[src/rtl/mbt_pkg.sv]
package mbt_pkg;
  localparam int RAND_W = 16;
  localparam int NUM_LANES = 3;
  localparam int LANE_IDLE = 0;
  localparam int LANE_CONT = 1;
  localparam int LANE_DEST = 2;
  localparam logic [RAND_W-1:0] LFSR_TAPS = 16'hB400;
  localparam logic [RAND_W-1:0] LANE_SALT = 16'h3C71;

  typedef enum logic [1:0] {
    PH_IDLE    = 2'd0,
    PH_BURST_A = 2'd1,
    PH_BURST_B = 2'd2
  } phase_e;

  // Per-lane seed: base xor a lane-dependent salt, never zero.
  function automatic logic [RAND_W-1:0] lane_seed(input logic [RAND_W-1:0] base,
                                                  input int lane);
    logic [31:0]       salt;
    logic [RAND_W-1:0] v;
    salt = lane * 32'(LANE_SALT);
    v    = base ^ salt[RAND_W-1:0];
    if (v == '0) v = {{(RAND_W-1){1'b0}}, 1'b1};
    return v;
  endfunction

  // One right-shifting Galois step.
  function automatic logic [RAND_W-1:0] lfsr_once(input logic [RAND_W-1:0] s);
    return s[0] ? ((s >> 1) ^ LFSR_TAPS) : (s >> 1);
  endfunction
endpackage

[src/rtl/mbt_lfsr.sv]
module mbt_lfsr
  import mbt_pkg::*;
#(
  parameter int                LANE       = 0,
  parameter logic [RAND_W-1:0] RESET_SEED = 16'hACE1,
  parameter int                STEPS      = RAND_W
) (
  input  logic              clk,
  input  logic              rst_n,
  input  logic              load,
  input  logic              advance,
  input  logic [RAND_W-1:0] load_seed,
  output logic [RAND_W-1:0] sample
);
  logic [RAND_W-1:0] state_q;
  logic [RAND_W-1:0] jumped;

  // Several single steps per slot so consecutive samples do not overlap.
  always_comb begin
    jumped = state_q;
    for (int i = 0; i < STEPS; i++) jumped = lfsr_once(jumped);
  end

  always_ff @(posedge clk or negedge rst_n) begin
    if (!rst_n)       state_q <= lane_seed(RESET_SEED, LANE);
    else if (load)    state_q <= lane_seed(load_seed, LANE);
    else if (advance) state_q <= jumped;
  end

  assign sample = state_q;

  p_lane_nonzero_r2: assert property (@(posedge clk) disable iff (!rst_n)
    state_q != '0);

  p_lane_moves_r2: assert property (@(posedge clk) disable iff (!rst_n)
    (advance && !load) |=> state_q != $past(state_q));
endmodule

[src/rtl/mbt_dest_scale.sv]
module mbt_dest_scale
  import mbt_pkg::*;
#(
  parameter int NUM_PORTS = 4,
  parameter int DEST_W    = 2
) (
  input  logic [RAND_W-1:0] rnd,
  output logic [DEST_W-1:0] dest
);
  localparam int PROD_W = RAND_W + DEST_W;

  logic [PROD_W-1:0] prod;

  // Scale a uniform 16-bit sample onto 0..NUM_PORTS-1.
  assign prod = PROD_W'(rnd) * PROD_W'(NUM_PORTS);
  assign dest = DEST_W'(prod >> RAND_W);
endmodule

[src/rtl/mbt_chain.sv]
module mbt_chain
  import mbt_pkg::*;
#(
  parameter int DEST_W = 2
) (
  input  logic              clk,
  input  logic              rst_n,
  input  logic              restart,
  input  logic              advance,
  input  logic              stay_idle,
  input  logic              keep_going,
  input  logic [DEST_W-1:0] fresh_dest,
  output phase_e            phase,
  output logic [DEST_W-1:0] dest
);
  phase_e            ph_q, ph_d;
  logic [DEST_W-1:0] dest_q, dest_d;
  logic              take_dest;

  always_comb begin
    ph_d      = ph_q;
    dest_d    = dest_q;
    take_dest = 1'b0;
    if (restart) begin
      ph_d = PH_IDLE;
    end else if (advance) begin
      case (ph_q)
        PH_IDLE: begin
          if (!stay_idle) begin
            ph_d      = PH_BURST_A;
            take_dest = 1'b1;
          end
        end
        PH_BURST_A, PH_BURST_B: begin
          if (!keep_going) begin
            if (stay_idle) begin
              ph_d = PH_IDLE;
            end else begin
              ph_d      = (ph_q == PH_BURST_A) ? PH_BURST_B : PH_BURST_A;
              take_dest = 1'b1;
            end
          end
        end
        default: ph_d = PH_IDLE;
      endcase
    end
    if (take_dest) dest_d = fresh_dest;
  end

  always_ff @(posedge clk or negedge rst_n) begin
    if (!rst_n) begin
      ph_q   <= PH_IDLE;
      dest_q <= '0;
    end else begin
      ph_q   <= ph_d;
      dest_q <= dest_d;
    end
  end

  assign phase = ph_q;
  assign dest  = dest_q;

  p_idle_exit_to_a_r5: assert property (@(posedge clk) disable iff (!rst_n)
    (ph_q == PH_IDLE) |=> (ph_q != PH_BURST_B));

  p_phase_code_legal_r5: assert property (@(posedge clk) disable iff (!rst_n)
    ph_q != phase_e'(2'd3));

  p_burst_kept_r6: assert property (@(posedge clk) disable iff (!rst_n)
    (advance && !restart && ph_q != PH_IDLE && keep_going)
      |=> ($stable(ph_q) && $stable(dest_q)));

  p_handover_r7: assert property (@(posedge clk) disable iff (!rst_n)
    (advance && !restart && ph_q != PH_IDLE && !keep_going && !stay_idle)
      |=> (ph_q != $past(ph_q) && ph_q != PH_IDLE));
endmodule

[src/rtl/mbt_burst_source.sv]
module mbt_burst_source
  import mbt_pkg::*;
#(
  parameter int                NUM_PORTS  = 4,
  parameter logic [RAND_W-1:0] RESET_SEED = 16'hACE1,
  localparam int               DEST_W     = (NUM_PORTS > 1) ? $clog2(NUM_PORTS) : 1
) (
  input  logic              clk,
  input  logic              rst_n,
  input  logic              seed_load,
  input  logic [RAND_W-1:0] seed_value,
  input  logic [RAND_W-1:0] idle_thr,
  input  logic [RAND_W-1:0] cont_thr,
  output logic              pkt_valid,
  input  logic              pkt_ready,
  output logic [DEST_W-1:0] pkt_dest,
  output logic [1:0]        burst_phase
);
  logic [RAND_W-1:0] lane_smp [NUM_LANES];
  logic              slot_done;
  logic [DEST_W-1:0] fresh_dest;
  logic [DEST_W-1:0] dest;
  phase_e            phase;

  // An idle slot always completes; a packet slot completes on acceptance.
  assign slot_done = !pkt_valid || pkt_ready;

  for (genvar k = 0; k < NUM_LANES; k++) begin : g_lane
    mbt_lfsr #(
      .LANE      (k),
      .RESET_SEED(RESET_SEED),
      .STEPS     (RAND_W)
    ) u_lane (
      .clk      (clk),
      .rst_n    (rst_n),
      .load     (seed_load),
      .advance  (slot_done),
      .load_seed(seed_value),
      .sample   (lane_smp[k])
    );
  end

  mbt_dest_scale #(
    .NUM_PORTS(NUM_PORTS),
    .DEST_W   (DEST_W)
  ) u_scale (
    .rnd (lane_smp[LANE_DEST]),
    .dest(fresh_dest)
  );

  mbt_chain #(
    .DEST_W(DEST_W)
  ) u_chain (
    .clk       (clk),
    .rst_n     (rst_n),
    .restart   (seed_load),
    .advance   (slot_done),
    .stay_idle (lane_smp[LANE_IDLE] < idle_thr),
    .keep_going(lane_smp[LANE_CONT] < cont_thr),
    .fresh_dest(fresh_dest),
    .phase     (phase),
    .dest      (dest)
  );

  assign pkt_valid   = (phase != PH_IDLE);
  assign pkt_dest    = dest;
  assign burst_phase = phase;

  p_hold_offer_r4: assert property (@(posedge clk) disable iff (!rst_n)
    (pkt_valid && !pkt_ready && !seed_load)
      |=> (pkt_valid && $stable(pkt_dest) && $stable(burst_phase)));

  p_dest_range_r8: assert property (@(posedge clk) disable iff (!rst_n)
    pkt_valid |-> (32'(pkt_dest) < 32'(NUM_PORTS)));

  p_reload_idle_r3: assert property (@(posedge clk) disable iff (!rst_n)
    seed_load |=> !pkt_valid);

  p_leave_idle_r5: assert property (@(posedge clk) disable iff (!rst_n)
    (!pkt_valid && !seed_load && lane_smp[LANE_IDLE] >= idle_thr)
      |=> (burst_phase == 2'd1));

  p_no_idle_r9: assert property (@(posedge clk) disable iff (!rst_n)
    (slot_done && !seed_load && idle_thr == '0) |=> pkt_valid);

  p_single_packet_r9: assert property (@(posedge clk) disable iff (!rst_n)
    (pkt_valid && pkt_ready && !seed_load && cont_thr == '0)
      |=> (burst_phase != $past(burst_phase)));
endmodule

[config.mk]
export PLATFORM = sky130hd
export DESIGN_NAME = mbt_burst_source
export DESIGN_NICKNAME = d
export VERILOG_FILES = /design/src/rtl/mbt_pkg.sv /design/src/rtl/mbt_lfsr.sv /design/src/rtl/mbt_dest_scale.sv /design/src/rtl/mbt_chain.sv /design/src/rtl/mbt_burst_source.sv
export SDC_FILE = /design/constraint.sdc
export NUM_CORES = 1
export LEC_CHECK = 0
export CAP_MARGIN = 20
export CORE_MARGIN = 2
export CORE_UTILIZATION = 25
export CTS_BUF_LIST = sky130_fd_sc_hd__clkbuf_16
export CTS_CLUSTER_SIZE = 20
export DETAILED_ROUTE_END_ITERATION = 16
export SLEW_MARGIN = 30
export SYNTH_ARGS = -nofsm -noshare
export SYNTH_HDL_FRONTEND = slang
export SYNTH_HIERARCHICAL = 1
export SYNTH_SLANG_ARGS = --single-unit
[constraint.sdc]
create_clock -name clk -period 6 [get_ports clk]
set_input_delay 1.2 -clock clk [delete_from_list [all_inputs] [get_ports clk]]
set_output_delay 1.2 -clock clk [all_outputs]
set_load 0.005 [all_outputs]
==> reports/metrics.csv, run 1 <==
metric,value,unit
outcome,"finished, final reports clean",
antenna_cells,0,
clock_power_share,7.0,%
antenna_found_initial,0,
synth.cell_area,0.00492,mm^2
ctsLongestPathBuffers,2,
final_nets,617,
grt_pass1_wl,18.7,mm
dr.pass1.iters,4,
tightestPinTransition,0.696,ns
cts_setup_buffers,0,
h-tree-depth,2,
syn_inst,493,
hold_start,u_chain/dest[0],
place_congestion,0.741,
die_y,144,um
gr-total-overflow,0,
mostFrequentLayoutCell,xnor2_1,
vias,3462,
clock.fmax,292,MHz
ys_seq_area_share,26.9,%
cts_sinks,52,
r2r_start,g_lane[1].u_lane/sample[1],
io_buffers,56,
path_class,input port to flop,
grt_pass1_vias,3464,
hpwl,8.71,mm
ys_seq_elements,52,
synth.distinct_cells,61,
max_slew_margin,53.6,%
avgSynthCellArea,9.97,um^2
setup_viol,0,
via_per_inst,4.34,
clk_pin_slew,0.07,ns
drt_iter0_markers,137,
drive_gt1_share,10.9,%
rsz0062_at_grt,no,
peakVddDrop,0.201,mV
netSwitchingPower,1.65,mW
cts_tree,yes,
finalHoldViolCount,0,
crit_arrival,3.60,ns
initial_core_util,25.3,%
dieArea,0.0208,mm^2
drcViolationCount,0,
final_cell_mix,"xnor2_1, clkdlybuf4s50_1, inv_1",
min_period,3.43,ns
instances_no_fill,798,
num_rows,51,
maxSlewViolCount,0,
worst_setup_path_end_kind,flop,
dp_cells,790,
leakagePower,2.63,nW
fin_skew,0.00620,ns
ctsRootBufferMaster,clkbuf_16,
dieWidth,144,um
ys_dominant_reg_cell,dfrtp_1,
crit_path_start,cont_thr[13],
pwr_density_cell,709,mW/mm^2
required,6.17,ns
min_path_type,flop to flop,
holdBufCountCts,0,
wl,11.6,mm
grt_max_degree,53,
synth_edf_count,0,
share_seq_of_total_power,24.3,%
coreArea,0.0194,mm^2
area_growth,17.7,%
clk_latency,0.30,ns
drv_cap,0,
drtAntennaViolNets,0,
synth_fp_nets,578,
crit_fanout,2,
numCtsBuffers,5,
fin_crit_sh,57.1,%
pwr-share-comb,68.6,%
grt_util_all_layers,11.7,%
post_cts_resized,0,
swShare,40.3,%
crit_path_start_kind,input port,
boundaryPins,57,
yosys_warnings,6,
fin_setup_tns,0,ns
final_util,29.8,%
post_drt_wl_per_cell,14.6,um
async_reset_ff_share,100,%
p_int,2.45,mW
-- layer usage --
metal	vias up	global-route usage, %	share of wire (%)
met5	-	0	0
li1	1731	-	-
met4	0	2.35	0.62
met2	47	21.1	50
met1	1677	14.5	46
met3	7	2.19	3.3
-- critical path, stage by stage --
cell and delay [ns]:
clkdlybuf4s50_1 0.45, inv_1 0.04, ha_1 0.30, a21o_1 0.18, a21o_1 0.17, a221o_1 0.36, a21oi_1 0.25, nor2b_2 0.08
o2111ai_2 0.22, mux2_1 0.35
-- sequential cells by signal (all words and copies together), names as in the netlist --
signal	flops
u_chain/dest	2
g_lane.u_lane/sample	48
u_chain/phase	2
-- layout make-up --
cell class                 count  area [um^2]
tap                          265          332
inverter                      44          165
timing repair buffer          59          578
multi-input combinational    370         3240
clock inverter                 3         18.8
fill                        2056        13600
sequential                    52         1320
clock buffer                   5          125
-- per-stage QoR --
stage          total power [mW]  instance area [um^2]  hold slack, ns  setup slack, ns
2_1_floorplan              3.43                  4920           0.489             2.96
3_3_place_gp               3.80                  5640           0.484             2.31
3_5_place_dp               3.83                  5640           0.508             2.21
4_1_cts                    4.15                  5790           0.523             2.52
5_1_grt                    4.49                  5790           0.540             2.39
6_report                   4.11                  5790           0.511             2.57
-- final timing paths --
check                      depth (start not counted)                          to  slack [ns]
min                                                1             u_chain/dest[0]        0.51
max in group asynchronous                          2  g_lane[2].u_lane/sample[9]        4.50
max reg2reg                                        7             u_chain/dest[1]        3.36
min in group asynchronous                          2  g_lane[0].u_lane/sample[3]        1.03
max                                               10             u_chain/dest[1]        2.57
min reg2reg                                        1             u_chain/dest[0]        0.51
-- cell usage after synthesis (3+ instances only) --
master    count  area, um^2
nand4_1       7        43.8
nor2_1       31         116
ha_1         33         413
a21o_1        8        60.1
a21oi_1      22         110
buf_2         5        25.0
xnor2_1      64         561
nand2b_1      4        25.0
mux2i_1      15         150
nor2b_2       3        26.3
buf_4         3        22.5
nor4_1        3        18.8
mux2_2        5        56.3
clkbuf_1      8        30.0
nor3_1        5        25.0
inv_1        41         154
xor2_2        3        48.8
xnor2_4       3        82.6
xnor3_1      13         293
buf_6         5        56.3
a31oi_1       5        31.3
xor2_1       38         333
o21ai_0      14        70.1
xor3_1        5         119
a211oi_1      3        22.5
and3_1        4        25.0
xnor3_4       4         105
or3_1         5        31.3
nand2_1      40         150
dfrtp_1      34         851
dfstp_2      18         473
-- power by group through the flow --
stage | registers [mW] | clock network (mW) | logic (mW)
2_1_floorplan | 0.807 | 0 | 2.62
3_3_place_gp | 1.01 | 0 | 2.79
3_5_place_dp | 1.01 | 0 | 2.82
4_1_cts | 1.01 | 0.297 | 2.84
5_1_grt | 1.04 | 0.308 | 3.14
6_report | 0.998 | 0.289 | 2.82
-- kinds of logic after synthesis --
family	share of synthesized area, %
simple gates	10.9
flops	26.9
xor+xnor	32.2
buf+inv	7.08
mux	4.66
compound gates	9.88
fa+ha+maj	8.40
Power figures use the tool's default switching activity.
==> inputs of run 2 (changes only) <==
clock period = 3.3 ns   (was 6 ns; I/O delays follow)
==> run 2 against run 1 <==
Effect of this change:
- routed wire length down 0.98%
- die area stayed put
- final area grew 1.0%
- largest power group unchanged
- critical path depth unchanged
- first-iteration DRC count grew 28%
- critical path type unchanged
- largest cell class unchanged
==> reports/metrics.csv, run 2 (synthesis results as in run 1) <==
metric,value,unit,change
cts_sinks,52,,unchanged
drive_gt1_share,11.6,%,+0.69 points
min_period,2.83,ns,
worst_setup_path_end_kind,flop,,
crit_buf_inv,3,,+1
crit_family,compound AO/OA/AOI/OAI gates,,
maxSlewViolCount,0,,unchanged
io_buffers,56,,unchanged
peakVddDrop,0.407,mV,+100%
stdcell_area,0.00585,mm^2,+1.0%
mostFrequentLayoutCell,xnor2_1,,
area_growth,18.9,%,
antenna_found_initial,0,,unchanged
setup_viol,0,,unchanged
vias,3457,,-0.14%
final_nets,620,,+0.49%
drt_iter0_markers,175,,+28%
post_drt_wl_per_cell,14.4,um,-1.4%
coreArea,0.0194,mm^2,unchanged
required,3.48,ns,-2.69 ns
max_slew_margin,54.6,%,+1.1 points
clk_latency,0.29,ns,about the same
holdBufCountCts,0,,unchanged
path_cells,clkdlybuf4s50_1 > inv_1 > ha_1 > a2111oi_0 > o311ai_0 > buf_4 > a21oi_1 > nor2_2 > o2111ai_2 > mux2_1,,
grt_util_all_layers,11.7,%,about the same
initial_core_util,25.3,%,unchanged
outcome,"finished, final reports clean",,
largest_reg_flops,48,,unchanged
dr.pass1.iters,4,,unchanged
die_y,144,um,unchanged
crit_path_start_kind,input port,,
hpwl,8.83,mm,+1.4%
leakagePower,2.66,nW,+1.4%
path_class,input port to flop,,
clock.fmax,353,MHz,
crit_fanout,2,,unchanged
final_cell_mix,"xnor2_1, clkdlybuf4s50_1, inv_1",,
rsz0062_at_grt,no,,
h-tree-depth,2,,unchanged
fin_skew,0.00597,ns,-0.000233 ns
cts_tree,yes,,
gr-total-overflow,0,,unchanged
crit_arrival,3.01,ns,-0.59 ns
place_area,0.00568,mm^2,+0.62%
grt_max_degree,45,,-15%
grt_pass1_wl,18.8,mm,+0.74%
drv_cap,0,,unchanged
min_path_type,input port to asynchronous set/reset pin,,
cts_setup_buffers,0,,unchanged
tightestPinTransition,0.680,ns,-0.0165 ns
worst_path_largest_cell_delay,0.45,ns,about the same
critPathSlowestCell,clkdlybuf4s50_1,,
dieArea,0.0208,mm^2,unchanged
ctsLongestPathBuffers,2,,unchanged
whs,0.330,ns,-0.181 ns
post_cts_resized,0,,unchanged
ctsRootBufferMaster,clkbuf_16,,
pwr_density_cell,1300,mW/mm^2,+83%
clk_pin_slew,0.07,ns,about the same
drtAntennaViolNets,0,,unchanged
num_rows,51,,unchanged
boundaryPins,57,,unchanged
finalHoldViolCount,0,,unchanged
grt_pass1_vias,3514,,+1.4%
place_congestion,0.771,,+4.1%
drcViolationCount,0,,unchanged
antenna_cells,0,,unchanged
via_per_inst,4.32,,-0.52%
fin_setup_tns,0,ns,unchanged
numCtsBuffers,5,,unchanged
fin_crit_sh,85.8,%,
dieWidth,144,um,unchanged
wl,11.5,mm,-0.98%
==> run 2: cell count changes in the layout (fill, tap and decap cells not counted), sizes merged <==
| cell | change |
|---|---|
| buf | +3 |
| bufinv | +1 |
| clkinvlp | -1 |
==> run 2: worst reg2reg max path, delay by kind of cell (launching register included) <==
kind            cells  cell delay (ns)
simple gates        1             0.08
buf+inv             1             0.18
flops               1             0.58
mux                 1             0.34
compound gates      4             0.98
fa+ha+maj           1             0.30
==> run 2: final cells by class <==
type                       instances  area (um^2)
fill                            2027        13600
multi-input combinational        370         3240
sequential                        52         1320
timing repair buffer              62          613
tap                              265          332
inverter                          44          165
clock buffer                       5          125
clock inverter                     3         42.5
==> run 2: final timing paths <==
kind	startpoint	to	slack [ns]	depth (start not counted)
worst min-delay path	rst_n	g_lane[0].u_lane/sample[3]	0.33	1
worst max-delay path	idle_thr[1]	u_chain/dest[1]	0.47	10
min in group clk	u_chain/dest[0]	u_chain/dest[0]	0.50	1
worst min register to register	u_chain/dest[0]	u_chain/dest[0]	0.50	1
max in group asynchronous	rst_n	g_lane[2].u_lane/sample[1]	2.26	2
worst max register to register	g_lane[0].u_lane/sample[1]	u_chain/dest[1]	0.71	8
==> run 2: per-layer routing <==
layer	share of wire (%)	vias to the layer above	global-route usage (%)
li1	-	1734	-
met1	45	1646	14.9
met2	49	65	20.4
met3	4.2	12	2.22
met4	1.2	0	2.66
met5	0	-	0
==> run 2: stage by stage <==
step	utilization [%]	cells	power, mW	worst slack, ns
after floorplan	-	493	6.23	0.797
after global placement	29.3	793	6.97	0.178
after detailed placement	29.3	793	7.02	0.153
after CTS	30.1	801	7.67	0.458
after global routing	30.1	801	8.29	0.228
final	30.1	801	7.60	0.468
==> run 2: power by group <==
group          switching (mW)  internal, mW
logic                    2.06          3.11
clock network           0.244         0.357
registers               0.730          1.09
==> inputs of run 3 (changes only) <==
GPL_TIMING_DRIVEN = 0   (was default)
==> run 3 against run 2 <==
Effect of this change:
- global-route usage rose by 0.33 points
- via count rose by 2.3%
- register-to-register slack better by 0.12 ns
- clock skew down 0.00083 ns
- routed wire length is 2.5% higher
- combinational power up 6.6%
- largest power group unchanged
- critical endpoint unchanged
- maximum frequency increased by 1.1%
==> reports/metrics.csv, run 3 (synthesis results as in run 1) <==
metric,value,unit,change
crit_family,compound AO/OA/AOI/OAI gates,,
ctsRootBufferMaster,clkbuf_16,,
final_cell_mix,"xnor2_1, clkdlybuf4s50_1, inv_1",,
fin_crit_sh,84.9,%,-0.90 points
mostFrequentLayoutCell,xnor2_1,,
critPathSlowestCell,o311ai_0,,
largest_reg_flops,48,,unchanged
hpwl,9.24,mm,+4.7%
gr-total-overflow,0,,unchanged
drive_gt1_share,12.9,%,+1.3 points
grt_pass1_vias,3636,,+3.5%
cts_setup_buffers,0,,unchanged
r2r-end,u_chain/dest[1],,
leakagePower,2.73,nW,+2.6%
grt_pass1_wl,19.3,mm,+2.6%
boundaryPins,57,,unchanged
grt_max_degree,45,,unchanged
crit_fanout,2,,unchanged
dieWidth,144,um,unchanged
antenna_found_initial,0,,unchanged
area_growth,21.5,%,
max_slew_margin,58.7,%,+4.1 points
path_cells,clkdlybuf4s50_1 > inv_1 > ha_1 > o21a_1 > nor2_1 > o311ai_0 > a21oi_1 > nor2_2 > o2111ai_2 > mux2_1,,
worst_path_largest_cell_delay,0.51,ns,+0.06 ns
drv_cap,0,,unchanged
post_cts_resized,0,,unchanged
crit_arrival,2.98,ns,-0.03 ns
dieArea,0.0208,mm^2,unchanged
worstSetupEndpoint,u_chain/dest[1],,
n_fill_cell,2012,,-0.74%
numCtsBuffers,5,,unchanged
setup_viol,0,,unchanged
pwr_density_cell,1280,mW/mm^2,-1.5%
initial_core_util,25.3,%,unchanged
drt_iter0_markers,168,,-4.0%
worst_setup_path_end_kind,flop,,
clock.fmax,357,MHz,+1.1%
die_y,144,um,unchanged
r2r_start,g_lane[1].u_lane/sample[6],,
via_per_inst,4.30,,-0.45%
finalPower,7.65,mW,+0.70%
post_drt_wl_per_cell,14.4,um,-0.28%
multi_input_area,0.00324,mm^2,unchanged
peakVddDrop,0.328,mV,-19%
num_rows,51,,unchanged
outcome,"finished, final reports clean",,
final_util,30.8,%,+0.66 points
place_congestion,0.768,,-0.42%
maxSlewViolCount,0,,unchanged
h-tree-depth,2,,unchanged
clk_latency,0.29,ns,about the same
tightestPinTransition,0.612,ns,-0.0681 ns
min_path_type,input port to asynchronous set/reset pin,,
reg2reg_depth,7,,-1
cts_tree,yes,,
coreArea,0.0194,mm^2,unchanged
wl,11.8,mm,+2.5%
grt_util_all_layers,12.0,%,+0.33 points
vias,3536,,+2.3%
antenna_cells,0,,unchanged
fin_skew,0.00514,ns,-0.000831 ns
crit_path_start_kind,input port,,
required,3.48,ns,about the same
io_buffers,56,,unchanged
holdBufCountCts,0,,unchanged
cts_sinks,52,,unchanged
rsz0062_at_grt,no,,
crit_path_start,idle_thr[3],,
drcViolationCount,0,,unchanged
whs,0.199,ns,-0.130 ns
ctsLongestPathBuffers,2,,unchanged
regArea,0.00132,mm^2,unchanged
dr.pass1.iters,4,,unchanged
r2r_slack,0.83,ns,+0.12 ns
finalHoldViolCount,0,,unchanged
min_period,2.80,ns,-0.0296 ns
drtAntennaViolNets,0,,unchanged
final_nets,642,,+3.5%
path_class,input port to flop,,
cp.depth,10,,unchanged
crit_buf_inv,2,,-1
clk_pin_slew,0.07,ns,about the same
## run 3: cell count changes in the layout (fill, tap and decap cells not counted), sizes merged
cell         before  now
bufinv            1    0
dlygate4sd1       0    1
clkbuf            5   16
buf               7   17
inv              43   44
## run 3: per-stage QoR
step | TNS, ns | instance area (um^2) | setup WS, ns | std cells
6_report | 0 | 5970 | 0.497 | 823
3_5_place_dp | 0 | 5830 | 0.0352 | 815
5_1_grt | 0 | 5970 | 0.324 | 823
3_3_place_gp | -6.18 | 5810 | -0.187 | 814
2_1_floorplan | 0 | 4920 | 0.797 | 493
4_1_cts | 0 | 5970 | 0.351 | 823
## run 3: how the worst min path moves through the flow
stage / endpoint / cells past startpoint
CTS: g_lane[0].u_lane/sample[9] / 1
detailed placement: u_chain/dest[1] / 1
global placement: u_chain/dest[0] / 1
global route: g_lane[0].u_lane/sample[9] / 1
finish: g_lane[0].u_lane/sample[8] / 1
floorplan: g_lane[0].u_lane/sample[12] / 0
## run 3: worst reg2reg max path, delay by kind of cell, from the launching register on
family,cells,cell delay (ns)
AO/OA/AOI/OAI,3,0.92
adder cells (fa/ha/maj),1,0.36
flip-flops,1,0.47
multiplexers,1,0.34
AND/OR/NAND/NOR,2,0.26
## run 3: routing by layer
metal  global-route usage, %  share of wire [%]  up-vias
met5                       0                  0        -
met4                    2.45               0.90        0
met3                    2.35                4.2        9
met2                    20.4                 47       53
met1                    15.9                 47     1699
li1                        -                  -     1775
## run 3: area by class of cell
cell class                      count  share of cell area [%]
Multi-Input combinational cell    370                    54.3
Sequential cell                    52                    22.2
Timing Repair Buffer               57                    9.80
Tap cell                          265                    5.55
Buffer                             27                    3.06
Inverter                           44                    2.76
Clock buffer                        5                    2.09
Clock inverter                      3                   0.272
## run 3: where the power goes
part           internal, mW  switching, mW  total [mW]
Clock                 0.278          0.237       0.514
Sequential             1.09          0.527        1.61
Combinational          3.23           2.29        5.52
